### config.mk
export PLATFORM = sky130hd
export DESIGN_NAME = dma_chan_seq
export DESIGN_NICKNAME = d
export VERILOG_FILES = /design/src/rtl/dma_seq_pkg.sv /design/src/rtl/dma_mode_dec.sv /design/src/rtl/dma_addr_form.sv /design/src/rtl/dma_chan_seq.sv
export SDC_FILE = /design/constraint.sdc
export NUM_CORES = 1
export LEC_CHECK = 0
export BUFFER_PORTS_ARGS = -buffer_cell sky130_fd_sc_hd__buf_2
export CORE_UTILIZATION = 54
export CTS_BUF_LIST = sky130_fd_sc_hd__clkbuf_4 sky130_fd_sc_hd__clkbuf_8
export DETAILED_ROUTE_END_ITERATION = 10
export PLACE_DENSITY = 0.95
export SLEW_MARGIN = 20
export SYNTH_ARGS = -nofsm -noshare
export SYNTH_HDL_FRONTEND = slang
export SYNTH_HIERARCHICAL = 1
export SYNTH_SLANG_ARGS = --single-unit
### constraint.sdc
create_clock -name clk -period 5.8 [get_ports clk]
set_clock_uncertainty 0.2 [all_clocks]
set_input_delay 1.16 -clock clk [delete_from_list [all_inputs] [get_ports clk]]
set_output_delay 1.16 -clock clk [all_outputs]
set_load 0.05 [all_outputs]
### src/rtl/dma_seq_pkg.sv
package dma_seq_pkg;

    typedef enum logic [1:0] {
        OP_DEMAND  = 2'd0,
        OP_SINGLE  = 2'd1,
        OP_BLOCK   = 2'd2,
        OP_CASCADE = 2'd3
    } op_e;

    typedef enum logic [1:0] {
        XF_VERIFY = 2'd0,
        XF_WRITE  = 2'd1,
        XF_READ   = 2'd2,
        XF_BAD    = 2'd3
    } xfer_e;

    typedef struct packed {
        op_e   op;
        logic  down;
        logic  ainit;
        xfer_e xfer;
    } mode_t;

    typedef enum logic [1:0] {
        S_IDLE = 2'd0,
        S_MEM  = 2'd1,
        S_STEP = 2'd2
    } state_e;

endpackage

### src/rtl/dma_mode_dec.sv
module dma_mode_dec
    import dma_seq_pkg::*;
(
    input  logic [7:0] mode_byte,
    output mode_t      fields,
    output logic       runnable
);
    logic unused_mode_bits;
    assign unused_mode_bits = ^mode_byte[1:0];

    always_comb begin
        fields.op    = op_e'(mode_byte[7:6]);
        fields.down  = mode_byte[5];
        fields.ainit = mode_byte[4];
        fields.xfer  = xfer_e'(mode_byte[3:2]);
        runnable     = (fields.op == OP_SINGLE) && (fields.xfer != XF_BAD);
    end
endmodule

### src/rtl/dma_addr_form.sv
module dma_addr_form #(
    parameter int AW   = 16,
    parameter int PW   = 8,
    parameter bit WIDE = 1'b0
) (
    input  logic [PW-1:0]    page,
    input  logic [AW-1:0]    cur,
    output logic [PW+AW-1:0] phys,
    output logic [1:0]       be
);
    generate
        if (WIDE) begin : g_word
            logic unused_top_bit;
            assign unused_top_bit = cur[AW-1];
            assign phys = {page, cur[AW-2:0], 1'b0};
            assign be   = 2'b11;
        end else begin : g_byte
            assign phys = {page, cur};
            assign be   = 2'b01;
        end
    endgenerate
endmodule

### src/rtl/dma_chan_seq.sv
module dma_chan_seq
    import dma_seq_pkg::*;
#(
    parameter int AW   = 16,
    parameter int CW   = 16,
    parameter int PW   = 8,
    parameter bit WIDE = 1'b0,
    parameter int CHAN = 0
) (
    input  logic             clk,
    input  logic             rst_n,
    input  logic [7:0]       cmd_byte,
    input  logic [7:0]       mode_byte,
    input  logic [PW-1:0]    page,
    input  logic [AW-1:0]    base_addr,
    input  logic [CW-1:0]    base_cnt,
    input  logic             prog,
    input  logic             mask_wr,
    input  logic             mask_din,
    input  logic             req,
    output logic             mem_req,
    output logic             mem_we,
    output logic [PW+AW-1:0] mem_addr,
    output logic [1:0]       mem_be,
    input  logic             mem_ack,
    output logic [AW-1:0]    cur_addr,
    output logic [CW-1:0]    cur_cnt,
    output logic             chan_mask,
    output logic [7:0]       dma_stat,
    output logic             tc_pulse,
    output logic             busy
);
    localparam int DIS_BIT  = 2;
    localparam int TC_BIT   = CHAN;
    localparam int PEND_BIT = CHAN + 4;

    state_e  state, nxt;
    mode_t   fields;
    logic    runnable;
    logic    start;
    logic    down_q, ainit_q, we_q;
    logic    st_tc, st_pend;
    logic    last_elem;
    logic [AW-1:0] stepped_addr;

    logic unused_cmd_bits;
    assign unused_cmd_bits = ^{cmd_byte[7:DIS_BIT+1], cmd_byte[DIS_BIT-1:0]};

    dma_mode_dec u_dec (
        .mode_byte (mode_byte),
        .fields    (fields),
        .runnable  (runnable)
    );

    dma_addr_form #(.AW(AW), .PW(PW), .WIDE(WIDE)) u_addr (
        .page (page),
        .cur  (cur_addr),
        .phys (mem_addr),
        .be   (mem_be)
    );

    assign start = (state == S_IDLE) && req && !cmd_byte[DIS_BIT] && !chan_mask
                   && runnable && (cur_cnt != '0);
    assign last_elem    = (cur_cnt == CW'(1));
    assign stepped_addr = down_q ? cur_addr - AW'(1) : cur_addr + AW'(1);

    // state register
    always_ff @(posedge clk or negedge rst_n) begin
        if (!rst_n) state <= S_IDLE;
        else        state <= nxt;
    end

    // next-state logic
    always_comb begin
        nxt = state;
        unique case (state)
            S_IDLE: if (start) nxt = (fields.xfer == XF_VERIFY) ? S_STEP : S_MEM;
            S_MEM:  if (mem_ack) nxt = S_STEP;
            S_STEP: nxt = S_IDLE;
            default: nxt = S_IDLE;
        endcase
    end

    // outputs decoded from state
    always_comb begin
        mem_req = (state == S_MEM);
        mem_we  = (state == S_MEM) && we_q;
        busy    = (state != S_IDLE);
    end

    // channel registers
    always_ff @(posedge clk or negedge rst_n) begin
        if (!rst_n) begin
            cur_addr  <= '0;
            cur_cnt   <= '0;
            chan_mask <= 1'b1;
            st_tc     <= 1'b0;
            st_pend   <= 1'b0;
            tc_pulse  <= 1'b0;
            down_q    <= 1'b0;
            ainit_q   <= 1'b0;
            we_q      <= 1'b0;
        end else begin
            tc_pulse <= 1'b0;
            if (req)     st_pend   <= 1'b1;
            if (mask_wr) chan_mask <= mask_din;
            if (state == S_IDLE && prog) begin
                cur_addr <= base_addr;
                cur_cnt  <= base_cnt;
                st_tc    <= 1'b0;
            end
            if (start) begin
                down_q  <= fields.down;
                ainit_q <= fields.ainit;
                we_q    <= (fields.xfer == XF_WRITE);
            end
            if (state == S_STEP) begin
                if (last_elem) begin
                    tc_pulse <= 1'b1;
                    st_tc    <= 1'b1;
                    st_pend  <= 1'b0;
                    if (ainit_q) begin
                        cur_addr <= base_addr;
                        cur_cnt  <= base_cnt;
                    end else begin
                        cur_addr  <= stepped_addr;
                        cur_cnt   <= '0;
                        chan_mask <= 1'b1;
                    end
                end else begin
                    cur_addr <= stepped_addr;
                    cur_cnt  <= cur_cnt - CW'(1);
                end
            end
        end
    end

    always_comb begin
        dma_stat           = '0;
        dma_stat[TC_BIT]   = st_tc;
        dma_stat[PEND_BIT] = st_pend;
    end

    // request held with stable address until acknowledged
    a_r7_req_held: assert property (@(posedge clk) disable iff (!rst_n)
        (mem_req && !mem_ack) |=> (mem_req && $stable(mem_addr) && $stable(cur_cnt)));

    // a masked or disabled idle channel stays idle
    a_r2_no_start: assert property (@(posedge clk) disable iff (!rst_n)
        (!busy && (chan_mask || cmd_byte[DIS_BIT])) |=> !busy);

    // a non-final element lowers the count by one
    a_r5_cnt_step: assert property (@(posedge clk) disable iff (!rst_n)
        (state == S_STEP && !last_elem) |=> (cur_cnt == $past(cur_cnt) - CW'(1)));

    // terminal-count pulse is a single cycle and matches status
    a_r8_tc_single: assert property (@(posedge clk) disable iff (!rst_n)
        tc_pulse |=> !tc_pulse);
    a_r8_tc_status: assert property (@(posedge clk) disable iff (!rst_n)
        tc_pulse |-> (dma_stat[TC_BIT] && !dma_stat[PEND_BIT]));

    // reload or mask at terminal count
    a_r9_reload: assert property (@(posedge clk) disable iff (!rst_n)
        (tc_pulse && ainit_q) |-> (cur_cnt == $past(base_cnt)));
    a_r9_mask: assert property (@(posedge clk) disable iff (!rst_n)
        (tc_pulse && !ainit_q) |-> (chan_mask && cur_cnt == '0));
endmodule

==> results.sh <==
export IMPL_status="finished clean"
export IMPL_n_antenna_cell=0
export IMPL_p_total_w=0.00118
export IMPL_first_global_vias=2630
export IMPL_gp_congestion=0.892
export IMPL_grt_max_degree=45
export IMPL_crit_path_end_kind="flop"
export IMPL_vias_per_cell=5.72
export IMPL_slew_violations=0
export IMPL_cts_sinks=41
export IMPL_syn_area_um2=3130
export IMPL_wl_per_cell_um=14.6
export IMPL_power_leakage_nw=1.73
export IMPL_overflow=0
export IMPL_ctsResizeCount=0
export IMPL_finalNetCount=519
export IMPL_area_growth_pct=10.9
export IMPL_finalHoldViolations=0
export IMPL_post_route_util_pct=62.6
export IMPL_core_um2=5540
export IMPL_hold_class="flop to flop"
export IMPL_worstPathRequired_ns=5.84
export IMPL_drt_pass1_iter_count=4
export IMPL_globalRouteTotalUtil_pct=25.3
export IMPL_cts_root_buf="clkbuf_8"
export IMPL_drt_total_wl_um=7450
export IMPL_relSlewSlack_pct=38.3
export IMPL_clk_latency_ns=0.30
export IMPL_drtIter0Drc=214
export IMPL_num_vias=2923
export IMPL_yosys_warnings=6
export IMPL_cellPowerDensity_nw_per_um2=341
export IMPL_cts_tree="done"
export IMPL_postSynthAreaPerCell_um2=8.33
export IMPL_synthCells=376
export IMPL_post_cts_buffers=0
export IMPL_ir_worst_vdd_v=0.000172
export IMPL_clk_pin_slew_ns=0.08
export IMPL_setup_tns_ns=0
export IMPL_io_pins=134
export IMPL_postLayoutCellArea_um2=3470
export IMPL_crit_fanout=17
export IMPL_postPlaceCellArea_um2=3370
export IMPL_drive_gt1_share_pct=27.6
export IMPL_htreeDepth=2
export IMPL_setup_violations=0
export IMPL_die_w_um=78.1
export IMPL_die_area_um2=6110
export IMPL_fin_hold_ws_ns=0.284
export IMPL_grt_pass1_wl_um=12300
export IMPL_initial_core_util_pct=56.5
export IMPL_cts_hold_buf=0
export IMPL_fmax_mhz=308
export IMPL_post_route_min_period_ns=3.24
export IMPL_drc=0
export IMPL_cp_start_kind="flop"
export IMPL_reg_top3="cur_addr (16), cur_cnt (16), state (2)"
export IMPL_std_cell_rows=27
export IMPL_ant_nets=0
export IMPL_drv_cap=0
export IMPL_final_cell_mix="buf_2 (100), dfrtp_1 (40), a21oi_1 (39)"
export IMPL_antenna_found_initial=0
export IMPL_rsz0062_at_grt="no"
export IMPL_critPathArrivalTime_ns=3.28
export IMPL_die_h_um=78.1
export IMPL_period_share_pct=55.9
export IMPL_dp_hpwl_um=5360
export IMPL_io_buffers=100
export IMPL_fillCellCount=491
export IMPL_cts_buffers=5
export IMPL_cts_path_max_buffers=2
export IMPL_path_class="flop to flop"
export IMPL_final_common_cell="buf_2"
export IMPL_tightest_slew_ns=0.926
==> routing by layer <==
layer	track usage [%]	wire length, um	vias up
met3	4.07	415	23
met5	0	0	-
met4	12.4	220	0
li1	-	-	1406
met1	33.8	3300	1381
met2	39.8	3500	113
==> metrics by stage <==
step	setup WS, ns	instances
6_report	2.56	511
3_3_place_gp	2.78	503
4_1_cts	2.57	511
2_1_floorplan	3.11	381
5_1_grt	2.36	511
3_5_place_dp	2.69	503
==> critical path, stage by stage (launching register included) <==
cell and delay (ns):
dfrtp_1 0.75, ha_1 0.45, a21oi_2 0.23, o21ai_0 0.19
a2111oi_0 0.57, a21oi_1 0.18, xnor2_1 0.24, o32ai_1 0.12
o21ba_1 0.24
==> cell type report <==
cell class	instances	area, um^2	area share [%]
Clock buffer	7	90.1	2.60
Sequential cell	41	1030	29.6
Multi-Input combinational cell	277	1700	49.1
Tap cell	72	90.1	2.60
Clock inverter	1	7.51	0.216
Timing Repair Buffer	101	508	14.6
Inverter	12	45.0	1.30
==> power by group <==
group	leakage, nW	internal, W	switching [W]
clock	0.0479	0.000101	0.000103
sequential	0.496	0.000322	0.0000510
combinational	1.19	0.000200	0.000408
total	1.73	0.000623	0.000562
==> final timing paths <==
check                                   start                        to  slack [ns]  cells past startpoint
hold reg to reg               st_tc$_DFF_PN0_           st_tc$_DFF_PN0_        0.28                      2
setup reg to reg           down_q$_DFFE_PN0P_  cur_addr[15]$_DFFE_PN0P_        2.56                      8
hold / removal                st_tc$_DFF_PN0_           st_tc$_DFF_PN0_        0.28                      2
max in group asynchronous               rst_n        down_q$_DFFE_PN0P_        4.03                      1
min in group asynchronous               rst_n   cur_addr[5]$_DFFE_PN0P_        0.78                      1
setup / recovery           down_q$_DFFE_PN0P_  cur_addr[15]$_DFFE_PN0P_        2.56                      8
(Power assumes the default switching activity.)
